### src/rtl/vst_pkg.sv
package vst_pkg;

  // Reason the gate is being switched on this cycle
  typedef enum logic [1:0] {
    TON_NONE   = 2'd0,
    TON_FIRST  = 2'd1,
    TON_VALLEY = 2'd2,
    TON_FORCE  = 2'd3
  } ton_cause_e;

  // Bits needed to hold values 0..max_val
  function automatic int unsigned cnt_width(input int unsigned max_val);
    return (max_val < 2) ? 1 : $clog2(max_val + 1);
  endfunction

endpackage

### src/rtl/vst_sync_fall.sv
// Multi-stage synchroniser followed by a high-to-low transition detector.
module vst_sync_fall #(
  parameter int unsigned STAGES = 2
) (
  input  logic clk,
  input  logic rst_n,
  input  logic din,
  output logic fall
);

  // pipe_q[STAGES-1] is the synchronised level, pipe_q[STAGES] its previous value
  logic [STAGES:0] pipe_q;
  logic [STAGES:0] pipe_d;

  always_comb begin
    pipe_d = {pipe_q[STAGES-1:0], din};
  end

  genvar g;
  generate
    for (g = 0; g <= STAGES; g++) begin : g_stage
      always_ff @(posedge clk or negedge rst_n) begin
        if (!rst_n) begin
          pipe_q[g] <= 1'b0;
        end else begin
          pipe_q[g] <= pipe_d[g];
        end
      end
    end
  endgenerate

  always_comb begin
    fall = pipe_q[STAGES] & ~pipe_q[STAGES-1];
  end

endmodule

### src/rtl/vst_period_ctl.sv
// Period timer: blanking after each turn-on, bounded valley window,
// valley delay and forced turn-on at the window end.
module vst_period_ctl
  import vst_pkg::*;
#(
  parameter int unsigned BLANK_CYC    = 1875,
  parameter int unsigned WIN_CYC      = 375,
  parameter int unsigned SYNC_DLY_CYC = 38,
  parameter int unsigned SYNC_STAGES  = 2
) (
  input  logic       clk,
  input  logic       rst_n,
  input  logic       en,
  input  logic       valley_fall,
  output ton_cause_e cause
);

  localparam int unsigned MAXPER   = BLANK_CYC + WIN_CYC;
  localparam int unsigned CNT_W    = cnt_width(MAXPER);
  localparam int unsigned DLY_LOAD = SYNC_DLY_CYC - SYNC_STAGES - 2;
  localparam int unsigned DLY_W    = cnt_width(DLY_LOAD);

  localparam logic [CNT_W-1:0] BLANK_V  = CNT_W'(BLANK_CYC);
  localparam logic [CNT_W-1:0] MAXPER_V = CNT_W'(MAXPER);
  localparam logic [CNT_W-1:0] LAST_V   = CNT_W'(MAXPER - 1);
  localparam logic [DLY_W-1:0] LOAD_V   = DLY_W'(DLY_LOAD);

  logic             started_q, started_d;
  logic [CNT_W-1:0] per_q,     per_d;
  logic             dly_act_q, dly_act_d;
  logic [DLY_W-1:0] dly_q,     dly_d;

  logic win_open;
  logic force_hit;
  logic valley_hit;
  logic fire;
  logic dly_start;

  // Turn-on decision
  always_comb begin
    win_open   = started_q && (per_q >= BLANK_V) && (per_q < MAXPER_V);
    force_hit  = started_q && (per_q == LAST_V);
    valley_hit = dly_act_q && (dly_q == '0);
    if (!en) begin
      cause = TON_NONE;
    end else if (!started_q) begin
      cause = TON_FIRST;
    end else if (valley_hit) begin
      cause = TON_VALLEY;
    end else if (force_hit) begin
      cause = TON_FORCE;
    end else begin
      cause = TON_NONE;
    end
    fire = (cause != TON_NONE);
  end

  // Next state
  always_comb begin
    dly_start = en && started_q && !dly_act_q && !fire && valley_fall && win_open;

    started_d = en;

    if (!en || fire) begin
      per_d = '0;
    end else if (per_q != MAXPER_V) begin
      per_d = per_q + 1'b1;
    end else begin
      per_d = per_q;
    end

    if (!en || fire) begin
      dly_act_d = 1'b0;
    end else if (dly_start) begin
      dly_act_d = 1'b1;
    end else begin
      dly_act_d = dly_act_q;
    end

    if (dly_start) begin
      dly_d = LOAD_V;
    end else if (dly_act_q && (dly_q != '0)) begin
      dly_d = dly_q - 1'b1;
    end else begin
      dly_d = dly_q;
    end
  end

  // Registers
  always_ff @(posedge clk or negedge rst_n) begin
    if (!rst_n) begin
      started_q <= 1'b0;
      per_q     <= '0;
      dly_act_q <= 1'b0;
      dly_q     <= '0;
    end else begin
      started_q <= started_d;
      per_q     <= per_d;
      dly_act_q <= dly_act_d;
      dly_q     <= dly_d;
    end
  end

endmodule

### src/rtl/vst_ontime_ctl.sv
// On-time timer: leading-edge blanking of the current-sense flag,
// pulse-by-pulse trip and maximum on-time.
module vst_ontime_ctl
  import vst_pkg::*;
#(
  parameter int unsigned LEB_CYC   = 25,
  parameter int unsigned MAXON_CYC = 1500
) (
  input  logic clk,
  input  logic rst_n,
  input  logic en,
  input  logic fire,
  input  logic gate,
  input  logic cs_trip,
  output logic off_req
);

  localparam int unsigned OT_W = cnt_width(MAXON_CYC);

  localparam logic [OT_W-1:0] LEB_V  = OT_W'(LEB_CYC);
  localparam logic [OT_W-1:0] LAST_V = OT_W'(MAXON_CYC - 1);

  logic [OT_W-1:0] ot_q, ot_d;
  logic            leb_done;
  logic            cap_hit;

  always_comb begin
    leb_done = (ot_q >= LEB_V);
    cap_hit  = (ot_q == LAST_V);
    off_req  = gate && ((leb_done && cs_trip) || cap_hit);
  end

  always_comb begin
    if (!en || fire) begin
      ot_d = '0;
    end else if (gate && !cap_hit) begin
      ot_d = ot_q + 1'b1;
    end else begin
      ot_d = ot_q;
    end
  end

  always_ff @(posedge clk or negedge rst_n) begin
    if (!rst_n) begin
      ot_q <= '0;
    end else begin
      ot_q <= ot_d;
    end
  end

endmodule

### src/rtl/vst_valley_timer.sv
// Top: valley-switching turn-on timer with registered gate enable.
module vst_valley_timer
  import vst_pkg::*;
#(
  parameter int unsigned BLANK_CYC    = 1875,
  parameter int unsigned WIN_CYC      = 375,
  parameter int unsigned SYNC_DLY_CYC = 38,
  parameter int unsigned SYNC_STAGES  = 2,
  parameter int unsigned LEB_CYC      = 25,
  parameter int unsigned MAXON_CYC    = 1500
) (
  input  logic clk,
  input  logic rst_n,
  input  logic en,
  input  logic sync_hi,
  input  logic cs_trip,
  output logic gate_on
);

  ton_cause_e cause;
  logic       valley_fall;
  logic       fire;
  logic       off_req;
  logic       gate_q, gate_d;

  vst_sync_fall #(
    .STAGES (SYNC_STAGES)
  ) u_sync (
    .clk   (clk),
    .rst_n (rst_n),
    .din   (sync_hi),
    .fall  (valley_fall)
  );

  vst_period_ctl #(
    .BLANK_CYC    (BLANK_CYC),
    .WIN_CYC      (WIN_CYC),
    .SYNC_DLY_CYC (SYNC_DLY_CYC),
    .SYNC_STAGES  (SYNC_STAGES)
  ) u_period (
    .clk         (clk),
    .rst_n       (rst_n),
    .en          (en),
    .valley_fall (valley_fall),
    .cause       (cause)
  );

  always_comb begin
    fire = (cause != TON_NONE);
  end

  vst_ontime_ctl #(
    .LEB_CYC   (LEB_CYC),
    .MAXON_CYC (MAXON_CYC)
  ) u_ontime (
    .clk     (clk),
    .rst_n   (rst_n),
    .en      (en),
    .fire    (fire),
    .gate    (gate_q),
    .cs_trip (cs_trip),
    .off_req (off_req)
  );

  always_comb begin
    if (!en) begin
      gate_d = 1'b0;
    end else if (fire) begin
      gate_d = 1'b1;
    end else if (off_req) begin
      gate_d = 1'b0;
    end else begin
      gate_d = gate_q;
    end
  end

  always_ff @(posedge clk or negedge rst_n) begin
    if (!rst_n) begin
      gate_q <= 1'b0;
    end else begin
      gate_q <= gate_d;
    end
  end

  assign gate_on = gate_q;

endmodule

### config.mk
export PLATFORM = sky130hd
export DESIGN_NAME = vst_valley_timer
export DESIGN_NICKNAME = d
export VERILOG_FILES = /design/src/rtl/vst_pkg.sv /design/src/rtl/vst_sync_fall.sv /design/src/rtl/vst_period_ctl.sv /design/src/rtl/vst_ontime_ctl.sv /design/src/rtl/vst_valley_timer.sv
export SDC_FILE = /design/constraint.sdc
export NUM_CORES = 1
export LEC_CHECK = 0
export BUFFER_PORTS_ARGS = -buffer_cell sky130_fd_sc_hd__buf_2
export CORE_MARGIN = 4
export CORE_UTILIZATION = 60
export CTS_CLUSTER_DIAMETER = 60
export DETAILED_ROUTE_END_ITERATION = 8
export PLACE_DENSITY = 0.84
export SYNTH_ARGS = -nofsm -noshare
export SYNTH_HDL_FRONTEND = slang
export SYNTH_SLANG_ARGS = --single-unit
export TNS_END_PERCENT = 10
### constraint.sdc
create_clock -name clk -period 2.52 [get_ports clk]
set_clock_uncertainty 0.15 [all_clocks]
set_input_delay 0 -clock clk [delete_from_list [all_inputs] [get_ports clk]]
set_output_delay 0 -clock clk [all_outputs]
set_load 0.1 [all_outputs]
==> out/results.txt, run 1 <==
The flow ran to the end, and the final reports show no timing, DRC or antenna violations. The sequential cell area came out at 876 sq um. The core box area was 3030 sq um; the adder-cell area share of the yosys netlist was 4.68%. The number of input and output port buffers inserted was 5; the routed via count was 1,415.

Entering global routing, the biggest net connects 36 pins. The largest individual stage delay along the critical path comes from the cell nand4_2. The weighted congestion reported at the end of routability-driven placement came out at 0.880.

The multi-input combinational cells in the finished layout cover a total of 950 sq um. The critical path data required time came out at 2.64 ns. Summed over all failing endpoints, the final setup total negative slack is 0 ns. TritonCTS built the clock tree. The run gives 3.48 mm as the total length of routed wires.

The actual slew at the worst max-slew pin works out to 0.759 ns. The worst hold path belongs to the class primary input to asynchronous set/reset pin. Derived from the worst setup path, the maximum achievable clock frequency is 498 MHz. The post-synthesis compound-gate area fraction came out at 10.4%.

The number of hold buffers added after cts was 4; the via density per instance was 5.85. Synthesis handed over a netlist of 185 instances. Max-slew headroom at the worst pin: 49.4%.

STA classifies the critical path endpoint as a register. Number of antenna violations at the first check in global routing: 0. The number of DRC markers in iteration 0 is 113. Detailed placement finished with a half-perimeter wire length of 2.45 mm. The run gives 0 as the count of antenna diodes in the layout. The critical path goes through inv_1 -> ha_1 -> nand4b_1 -> nand4_2 -> o221ai_2. The overall die width came out at 63.9 um. The Yosys step of the flow raised 0 warnings. The top cell types in the final layout, fill and taps aside, are dfrtp_1 (35), nor2_1 (29), xnor2_1 (14), nand2_1 (13), xor2_1 (10). Summing the sequential cell areas from Yosys gives 46.8% of the chip area.

The number of max-cap violations was 0; the number of register bits inferred by synthesis was 35. Row generation in the floorplan step produced 20 rows. The via count of the first global-routing pass was 1,427; the total global routing overflow was 0. Counting distinct cell types in the post-synthesis netlist gives 40.

The tools report the final number of max-transition violations as 0. The H-tree depth reported by CTS is 2, and the worst-case vdd ir drop is 0.416 mV. Once the floorplan was initialized, standard cells occupied 61.9% of the core. The floorplan step defined a die boundary enclosing 4080 sq um.

The average wire per standard cell works out to 14.4 um. Setup violations remaining at the end of the flow were counted as 0. The run gives 209 as the layout net count. The number of gates resized after CTS was 0. Combinational family with the most area after synthesis: simple AND/OR/NAND/NOR gates. The tools report the synthesized netlist net count as 197. The detail route stage leaves a number of antenna-violating nets equal to 0. In this run, CTS created clock tree buffers numbering 5. For the worst setup path, the data arrival time is 2.13 ns. The final period utilization is 79.8%, and the mux contribution to synthesized area is 1.20%.

For this run, design rule violations remaining after detail routing come to 0. In this run the post-CTS setup repair buffer count came out at 0. The worst setup path is of the register to register kind. The pre-antenna-repair detailed-routing pass consisted of 4 iterations. At the later pin of the worst-skew pair, clock insertion delay measures 0.35 ns. Summed over all cells, the static leakage comes to 0.783 nW. The worst setup path is launched from a register. Global routing consumed, over all layers together, 20.4% of the routing resources. Dividing total power by cell area gives a power density of 456 nW/um^2. The final period demand of the worst path is 2.01 ns.

The run gives 2 as the maximum count of clock buffers along a single path. The run gives 920 uW as the sum of internal, switching and leakage power. 6 I/O pins were placed. The tree built by TritonCTS fans out to 35 sinks.

The area share of and/or/nand/nor cells after synthesis was 23.2%. After Yosys synthesis, XOR and XNOR cells account for 11.2% of the synthesized area. Compared with the post-synthesis result, the final layout area differs by 7.75%.

The maximum cell stage delay along the critical path works out to 0.53 ns. The master cell of the clock root buffer is clkbuf_4. The library cell used most frequently in the layout, excluding fill and tap cells, is dfrtp_1.

The layout filler cell count is 237, and the maximum fanout along the worst path is 24. The run gives 1870 sq um as the summed instance area of the synthesized netlist. The first global-routing pass estimated 6.42 mm of wire.

A synthesized cell averages 10.1 sq um. Cells with a size suffix above 1 make up 9.09% of the layout. Setup repair after global routing left no endpoint under its margin. The final number of hold-violating endpoints is 0, and the height of the die is 63.9 um. The clock slew seen by the registers of the worst setup and hold paths was 0.11 ns.
==> per-stage QoR <==
| step | hold slack, ns | std cells | utilization [%] | area [sq um] | worst slack [ns] |
|---|---|---|---|---|---|
| after floorplan | -0.446 | 185 | - | 1870 | 0.586 |
| after global placement | -0.0515 | 230 | 63.7 | 1930 | 0.595 |
| after detailed placement | -0.0431 | 230 | 63.7 | 1930 | 0.476 |
| after CTS | 0.119 | 242 | 66.7 | 2020 | 0.467 |
| after global routing | 0.130 | 242 | 66.7 | 2020 | 0.325 |
| final | 0.104 | 242 | 66.7 | 2020 | 0.510 |
==> cell usage after synthesis <==
library cell / instances / share of area [%]
nand4b_1: 1 / 0.47
o21a_1: 2 / 0.80
nand4_1: 7 / 2.3
o221ai_2: 1 / 0.80
mux2_2: 1 / 0.60
or4b_4: 1 / 0.73
or3_1: 1 / 0.33
mux2_1: 1 / 0.60
xnor2_1: 14 / 6.5
dfrtp_1: 35 / 47
nand4bb_1: 2 / 1.2
ha_1: 7 / 4.7
and4b_1: 1 / 0.53
and4_1: 1 / 0.47
a21oi_1: 8 / 2.1
nor4_1: 5 / 1.7
nand2_1: 13 / 2.6
nand3_1: 7 / 1.9
nor2_1: 29 / 5.8
o41ai_2: 1 / 0.87
nand4_2: 1 / 0.67
clkbuf_1: 1 / 0.20
nor4b_2: 1 / 0.80
o31a_1: 1 / 0.47
buf_2: 2 / 0.53
xor2_1: 10 / 4.7
nor3_1: 7 / 1.9
buf_6: 1 / 0.60
o21ai_1: 2 / 0.53
inv_1: 6 / 1.2
nand2b_1: 2 / 0.67
o21ai_0: 2 / 0.53
nor4bb_1: 1 / 0.53
o211ai_1: 3 / 1.2
o31ai_4: 1 / 1.1
and3_1: 2 / 0.67
o31ai_1: 1 / 0.40
a2111o_1: 1 / 0.60
o311ai_1: 1 / 0.47
a211oi_1: 1 / 0.40
==> registers in the layout, summed over array words and instances, names as in the netlist <==
name,count
gate_on,1
u_ontime.ot_q,11
u_period.dly_act_q,1
u_period.dly_q,6
u_period.per_q,12
u_period.started_q,1
u_sync.pipe_d,2
u_sync.pipe_q,1
==> logic make-up (layout without fill, tap and decap cells) <==
family / count (synthesis) / count (layout)
adder cells (fa/ha/maj): 7 / 7
flip-flops: 35 / 35
XOR/XNOR: 24 / 24
multiplexers: 2 / 2
AO/OA/AOI/OAI: 25 / 25
buffers and inverters: 10 / 23
AND/OR/NAND/NOR: 82 / 82
==> power by group <==
group	total, mW	internal [mW]	leakage [nW]	switching (mW)
Clock	0.293	0.109	0.0293	0.185
Combinational	0.0510	0.0155	0.308	0.0355
Sequential	0.575	0.568	0.446	0.00750
==> per-layer routing <==
metal  up-vias  share of wire, %  GRT usage [%]
li1        683                 -              -
met1       697                44           25.0
met2        29                50           33.2
met3         6               4.2           6.33
met4         0               1.9           8.36
met5         -                 0              0
==> final timing paths <==
path	start	to	slack, ns	depth (start not counted)
setup reg to reg	u_period.dly_q[0]	u_period.dly_q[1]	0.51	5
max in group asynchronous	rst_n	u_period.per_q[7]	1.62	2
min in group clk	sync_hi	u_sync.pipe_d[1]	0.15	2
hold / removal	rst_n	u_period.dly_q[4]	0.10	2
setup / recovery	u_period.dly_q[0]	u_period.dly_q[1]	0.51	5
hold reg to reg	u_sync.pipe_d[1]	u_sync.pipe_d[2]	0.21	0
==> worst max-delay path, delay by kind of cell, from the launching register on <==
family	cells	cell delay (ns)
and+or+nand+nor	2	0.70
AOI/OAI and AO/OA	1	0.39
DFF	1	0.38
adders and majority gates	1	0.22
buffers and inverters	1	0.09
==> cell type report <==
| class | count | area share, % |
|---|---|---|
| Clock inverter | 1 | 0.248 |
| Inverter | 6 | 1.12 |
| Tap cell | 44 | 2.73 |
| Multi-Input combinational cell | 140 | 47.1 |
| Sequential cell | 35 | 43.4 |
| Clock buffer | 7 | 2.23 |
| Timing Repair Buffer | 9 | 3.22 |
Power figures use the tool's default switching activity.
==> run 2, diff against run 1 <==
clock period = 1.86 ns   (was 2.52 ns; I/O delays follow)
==> run 2 against run 1 <==
First-iteration DRC count fell by 12%. Sequential share of layout area fell by 3.4 points. Critical endpoint is now u_period.dly_q[3]. Core utilization rose by 6.1 points.
==> out/results.txt, run 2 (synthesis gave the netlist of run 1 again) <==
The placement row count was 20. The final period utilization was 98.2%. For the max-slew headroom at the worst pin, the log shows 50.2%. Once detail routing completed, the nets flagged for antenna violations numbered 0. The total length of routed wires is 3.97 mm.

Buffers placed on the I/O ports in this run total 5. The average wire per standard cell came out at 15.3 um. Leaving out fill and tap cells, the most frequent cell in the layout is dfrtp_1. TritonCTS built the clock tree. For the number of DRC markers in iteration 0, the log shows 99. At the pin with the least slew margin, the transition time is 0.746 ns. The layout filler cell count came out at 203. Measured along the y axis, the die boundary spans 63.9 um. Summed over all cells, the static leakage comes to 0.869 nW.

Clock-pin slew was measured on the worst setup and hold paths at 0.10 ns. The kind of cell with the highest combined delay along the critical path is simple AND/OR/NAND/NOR gates. For the pin count of the biggest net entering global routing, the log shows 36. 0 antenna diodes ended up in the layout. More flip-flops sit in one register than any other, and that register is u_period.per_q. For this run, the top clock speed supported by timing is 548 MHz. The run gives 7.1% as the power share of the combinational group. The master cell of the clock root buffer was clkbuf_4.

Net switching is 24.7% of the power. For the worst setup margin, the log shows 0.0336 ns. STA puts the critical path data required time at 1.93 ns.

The run gives 0 as the final number of hold-violating endpoints. The run gives 1,505 as the routed via count. Among all stages on the critical path, the largest delay is contributed by or4b_4.

The die is 63.9 um wide. With fillers left out, the area of the finished cells amounts to 2200 sq um. The largest registers in the layout are u_period.per_q x12, u_ontime.ot_q x11, u_period.dly_q x6. Sequential cell area: 881 sq um. The top cell types in the final layout, fill and taps aside, are dfrtp_1 (31), nor2_1 (29), buf_4 (17), xnor2_1 (14), nand2_1 (13).

At the later pin of the worst-skew pair, clock insertion delay measures 0.34 ns. The core box area is 3030 sq um. The path class of the tightest hold or removal check is primary input to asynchronous set/reset pin. In the final layout, the multi-input gates occupy 1000 sq um. The run gives 21.2% as the global router's overall resource usage. The analysis attributes to net switching a power of 312 uW.

The logs give 1,537 for the via count of the first global-routing pass and 61.8% for the relative contribution of sequential cells to total power. Once the floorplan was initialized, standard cells occupied 61.9% of the core. Together, buffers and inverters on the worst path number 0. The endpoint arrival time on the critical path was 1.90 ns.

The largest single stage delay on the critical path is 0.58 ns. Hold timing on the final database bottoms out at a slack of 0.102 ns. Cell internal power was estimated by the tool at 952 uW.

Routability-driven placement finished with a final weighted congestion of 0.849. The final number of max-transition violations came out at 0. At the placement stage, the worst setup path has a slack of -0.0237 ns. In this run, CTS created clock tree buffers numbering 5. The maximum count of clock buffers along a single path was 2; the ratio of cells with drive above 1 in the final layout was 19.5%. In this run the cell area measured after placement is 2030 sq um.

Power spread over the standard cell area amounts to 574 nW/um^2. IR analysis of the VDD net gives a maximum drop of 0.462 mV. The tools report the CTS sink count as 35. The kind of end point of the critical path was a register. Setup repair after global routing could not meet its margin everywhere. The maximum fanout along the worst path came out at 7. The flow ran to the end, and the final reports show no timing, DRC or antenna violations. The sum of internal, switching and leakage power was 1.26 mW. The number of flip-flops under the largest register name was 12; the via density per instance was 5.81. Max-cap violations in this run came to 0. Total DRC errors in the routed layout: 0. The H-tree depth reported by CTS was 2. The tools report the kind of start point of the critical path as a register. The wire-length estimate of the detail-placed layout is 2.77 mm. 6 I/O pins were placed.

For the total global routing overflow, the log shows 0. The signal on the critical path passes through or4b_4 -> o31ai_4 -> a21oi_1. The die covers 4080 sq um. The area growth from synthesis to layout is 17.6%. The logs give 4 for the iteration count of the initial detailed-routing pass and 31.1% for the clock share of power. For this run, the post-layout net count is 226.

The worst path in the final design needs a cycle of 1.83 ns, including I/O delays and setup. The first global-routing pass estimated 6.67 mm of wire. Setup violations remaining at the end of the flow were counted as 0. The classification of the worst setup path is register to register. The number of antenna violations at the first check in global routing came out at 0.
run 2: stage by stage:
stage | utilization (%) | instances | TNS [ns]
finish | 72.7 | 259 | 0
global placement | 66.9 | 243 | 0
floorplan | - | 185 | 0
detailed placement | 66.9 | 243 | -0.0309
CTS | 70.6 | 255 | 0
global route | 72.7 | 259 | -0.0182
run 2: power by group through the flow:
stage	sequential, mW	combinational [mW]	clock, mW
2_1_floorplan	0.804	0.0268	0
3_3_place_gp	0.793	0.0705	0
3_5_place_dp	0.794	0.0726	0
4_1_cts	0.780	0.0807	0.404
5_1_grt	0.783	0.0975	0.449
6_report	0.782	0.0892	0.393
run 2: final cells by class:
type | instances | area share (%)
tap | 44 | 2.50
clock inverter | 1 | 0.227
clock buffer | 7 | 2.05
inverter | 6 | 1.02
sequential | 35 | 40.0
multi-input combinational | 140 | 45.5
timing repair buffer | 26 | 8.75
run 2: worst reg2reg max path, cell delays in order (launching register included):
cell and delay, ns:
dfrtp_2 0.48, or4b_4 0.58, o31ai_4 0.36, a21oi_1 0.14
run 2: routing by layer:
layer  track usage (%)  vias to the layer above  part of all wire [%]
li1                  -                      713                     -
met1              23.4                      752                    41
met2              37.8                       33                    53
met3              6.33                        7                   4.2
met4              8.09                        0                   1.9
met5                 0                        -                     0
run 2: final timing paths:
path / end / cells after the start / from / slack, ns
min in group clk: u_sync.pipe_d[1] / 2 / sync_hi / 0.15
hold / removal: u_ontime.ot_q[1] / 2 / rst_n / 0.10
hold reg to reg: u_sync.pipe_d[2] / 0 / u_sync.pipe_d[1] / 0.21
setup / recovery: u_period.dly_q[3] / 3 / u_period.per_q[8] / 0.03
setup reg to reg: u_period.dly_q[3] / 3 / u_period.per_q[8] / 0.03
max in group asynchronous: u_period.per_q[8] / 2 / rst_n / 0.94
run 2: what timing repair did:
item | 4_1_cts | 5_1_grt
pin swaps | 2 | 3
setup endpoints to repair | 3 | 27
endpoints found under the hold margin | 42 | 0
hold buffers | 4 | 0
gates resized for setup | 4 | 7
setup buffers | 0 | 4
==> run 3, diff against run 2 <==
clock period = 1.73 ns   (was 1.86 ns; I/O delays follow)
==> run 3 against run 2 <==
The flow now finishes with violations (negative setup slack). Largest power group unchanged. Critical path type unchanged. Non-clock buffer count grew 12. Critical path depth stayed put. Sequential cell count unchanged.
==> out/results.txt, run 3 (synthesis gave the netlist of run 1 again) <==
The startpoint of the most critical hold path was sync_hi. Clock-pin slew was measured on the worst setup and hold paths at 0.09 ns. Via count of the first global-routing pass: 1,732. Type of the tightest min-delay check: primary input to register. The average wire per standard cell works out to 16.1 um. The tools report the final number of hold-violating endpoints as 0. 6 I/O pins were placed. The global router's overall resource usage is 24.4%. Across the whole layout, storage elements account for 880 sq um. The CTS sink count is 35, and the worst-case vdd ir drop is 0.670 mV. After layout, the worst path uses 102% of the clock period. The die outline area was 4080 sq um; the global routing met3 resource utilization was 6.68%.

The floorplan has 20 rows. The top cell types in the final layout, fill and taps aside, are dfrtp_1 (32), nor2_1 (29), buf_4 (22), xnor2_1 (14), nand2_1 (13). The height of the die is 63.9 um. STA puts the critical path data required time at 1.84 ns. The worst register-to-register path ends at u_period.dly_q[1]. The critical path goes through or4b_4 -> o31a_1 -> o221ai_2. The tools report the first-pass GRT wire length as 7.62 mm. For this run the aggregate overflow at the end of global routing stands at 0.

Clock latency on the worst-skew pair, taken at its later pin, is 0.34 ns. The post-placement setup slack is -0.0619 ns, and the number of antenna violations at the first check in global routing is 0. Wires add up to 4.36 mm.

Entering global routing, the biggest net connects 17 pins. The detailed router placed 1,585 vias in this run. The run gives 3.13 mm as the placed wire-length estimate after detailed placement. The tools report the worst setup margin as -0.0289 ns. Subtracting the final worst setup slack from the clock period gives 1.76 ns. The worst hold path terminates at u_sync.pipe_d[1]. The endpoint arrival time on the critical path was 1.87 ns; the number of max-cap violations was 0. The layout filler cell count came out at 185.

The setup slack on the worst flop-to-flop path was -0.03 ns; the maximum achievable frequency was 569 MHz. 0 antenna diodes ended up in the layout. More flip-flops sit in one register than any other, and that register is u_period.per_q. Most common cell after layout, fill and taps aside: dfrtp_1. The layout net count came out at 238. The longest clock path from root to sink contains 2 buffers.

The number of buffers added by the clock tree synthesis step is 5, and the weighted congestion reported at the end of routability-driven placement is 0.800. The worst hold path was traced through 2 stages. The first detailed-routing pass took 4 iterations. Dividing total power by cell area gives a power density of 619 nW/um^2. The register with the most flip-flops in the layout has 12 of them. The maximum fanout along the worst path was 4; the initial core utilization was 61.9%. The layer flagged by global routing as most heavily used is met2. The tools report the final number of max-transition violations as 0. The setup path with the least slack is of type register to register. The total DRC errors in the routed layout was 0. The worst register-to-register path begins at u_period.per_q[10].

TritonCTS built the clock tree. Summing all multi-input logic gate instances after layout gives 1030 sq um. The relative area change from synthesis to final layout is 26.3%, and the core box area is 3030 sq um. STA classifies the critical path startpoint as a register.

The tools report the kind of end point of the critical path as a register. The run finished, with violations left. In this run the clock root is driven by a clkbuf_4. For met1 alone, demand over resource in global routing was 26.2%.

The checks that failed: negative setup slack. The worst hold margin was 0.170 ns; the via density per instance was 5.85. The H-tree was split into 2 levels. The ratio of cells with drive above 1 in the final layout was 26.9%.

The number of cells on the worst reg-to-reg path is 3. The largest registers in the layout are u_period.per_q x12, u_ontime.ot_q x11, u_period.dly_q x6. The tools report the number of DRC markers in iteration 0 as 158.

The number of nets still failing antenna checks after routing is 0. Setup violations remaining at the end of the flow were counted as 5. The maximum cell stage delay along the critical path is 0.56 ns, and the static power due to leakage is 0.947 nW. The max-slew headroom at the worst pin is 50.7%, and the overall die width is 63.9 um. Global routing used 43.6% of the available met2 tracks. The slowest cell on the critical path was or4b_4.

Number of input and output port buffers inserted: 5. Setup repair after global routing could not meet its margin everywhere. For the pin with the worst max-slew slack, the measured transition is 0.737 ns. Adding up every negative setup slack in the final design gives -0.0574 ns.
## run 3: worst max path at each step
stage,startpoint,to
global route,u_period.per_q[10],u_ontime.ot_q[3]
global placement,u_period.per_q[8],u_period.per_q[2]
floorplan,u_ontime.ot_q[0],u_ontime.ot_q[1]
finish,u_period.per_q[10],u_period.dly_q[1]
detailed placement,u_period.per_q[8],u_period.per_q[2]
CTS,u_period.per_q[9],u_period.dly_q[5]
## run 3: worst max-delay path: cells and delay by family (launching register included)
family / cells / cell delay, ns
simple gates: 1 / 0.56
compound gates: 2 / 0.52
flops: 1 / 0.45
## run 3: layer usage
metal	up-vias	wire length (um)
li1	740	-
met1	786	1690
met2	47	2340
met3	12	228
met4	0	101
met5	-	0
## run 3: stage by stage
step / area [sq um] / total power, mW / cells / utilization (%)
4_1_cts: 2260 / 1.46 / 269 / 74.8
3_5_place_dp: 2110 / 0.944 / 254 / 69.7
2_1_floorplan: 1870 / 0.893 / 185 / -
3_3_place_gp: 2110 / 0.938 / 254 / 69.7
6_report: 2360 / 1.46 / 271 / 78.1
5_1_grt: 2360 / 1.54 / 271 / 78.1
## run 3: power by group
part           leakage [nW]  switching [mW]  total [mW]  internal, mW
sequential            0.441         0.00906       0.837         0.828
clock                0.0386           0.271       0.510         0.239
combinational         0.468          0.0665       0.116        0.0494
total                 0.947           0.347        1.46          1.12
## run 3: area by class of cell
class	count	share of cell area, %
Clock buffer	8	2.91
Inverter	6	0.952
Multi-Input combinational cell	140	43.5
Sequential cell	35	37.2
Tap cell	44	2.33
Timing Repair Buffer	38	13.1
## run 3: what timing repair did
action,4_1_cts,5_1_grt
resized for setup,4,19
hold buffers,6,0
gates cloned,0,0
setup buffers,1,2
endpoints found under the hold margin,52,0
setup endpoints to repair,29,31
pin swaps,6,14
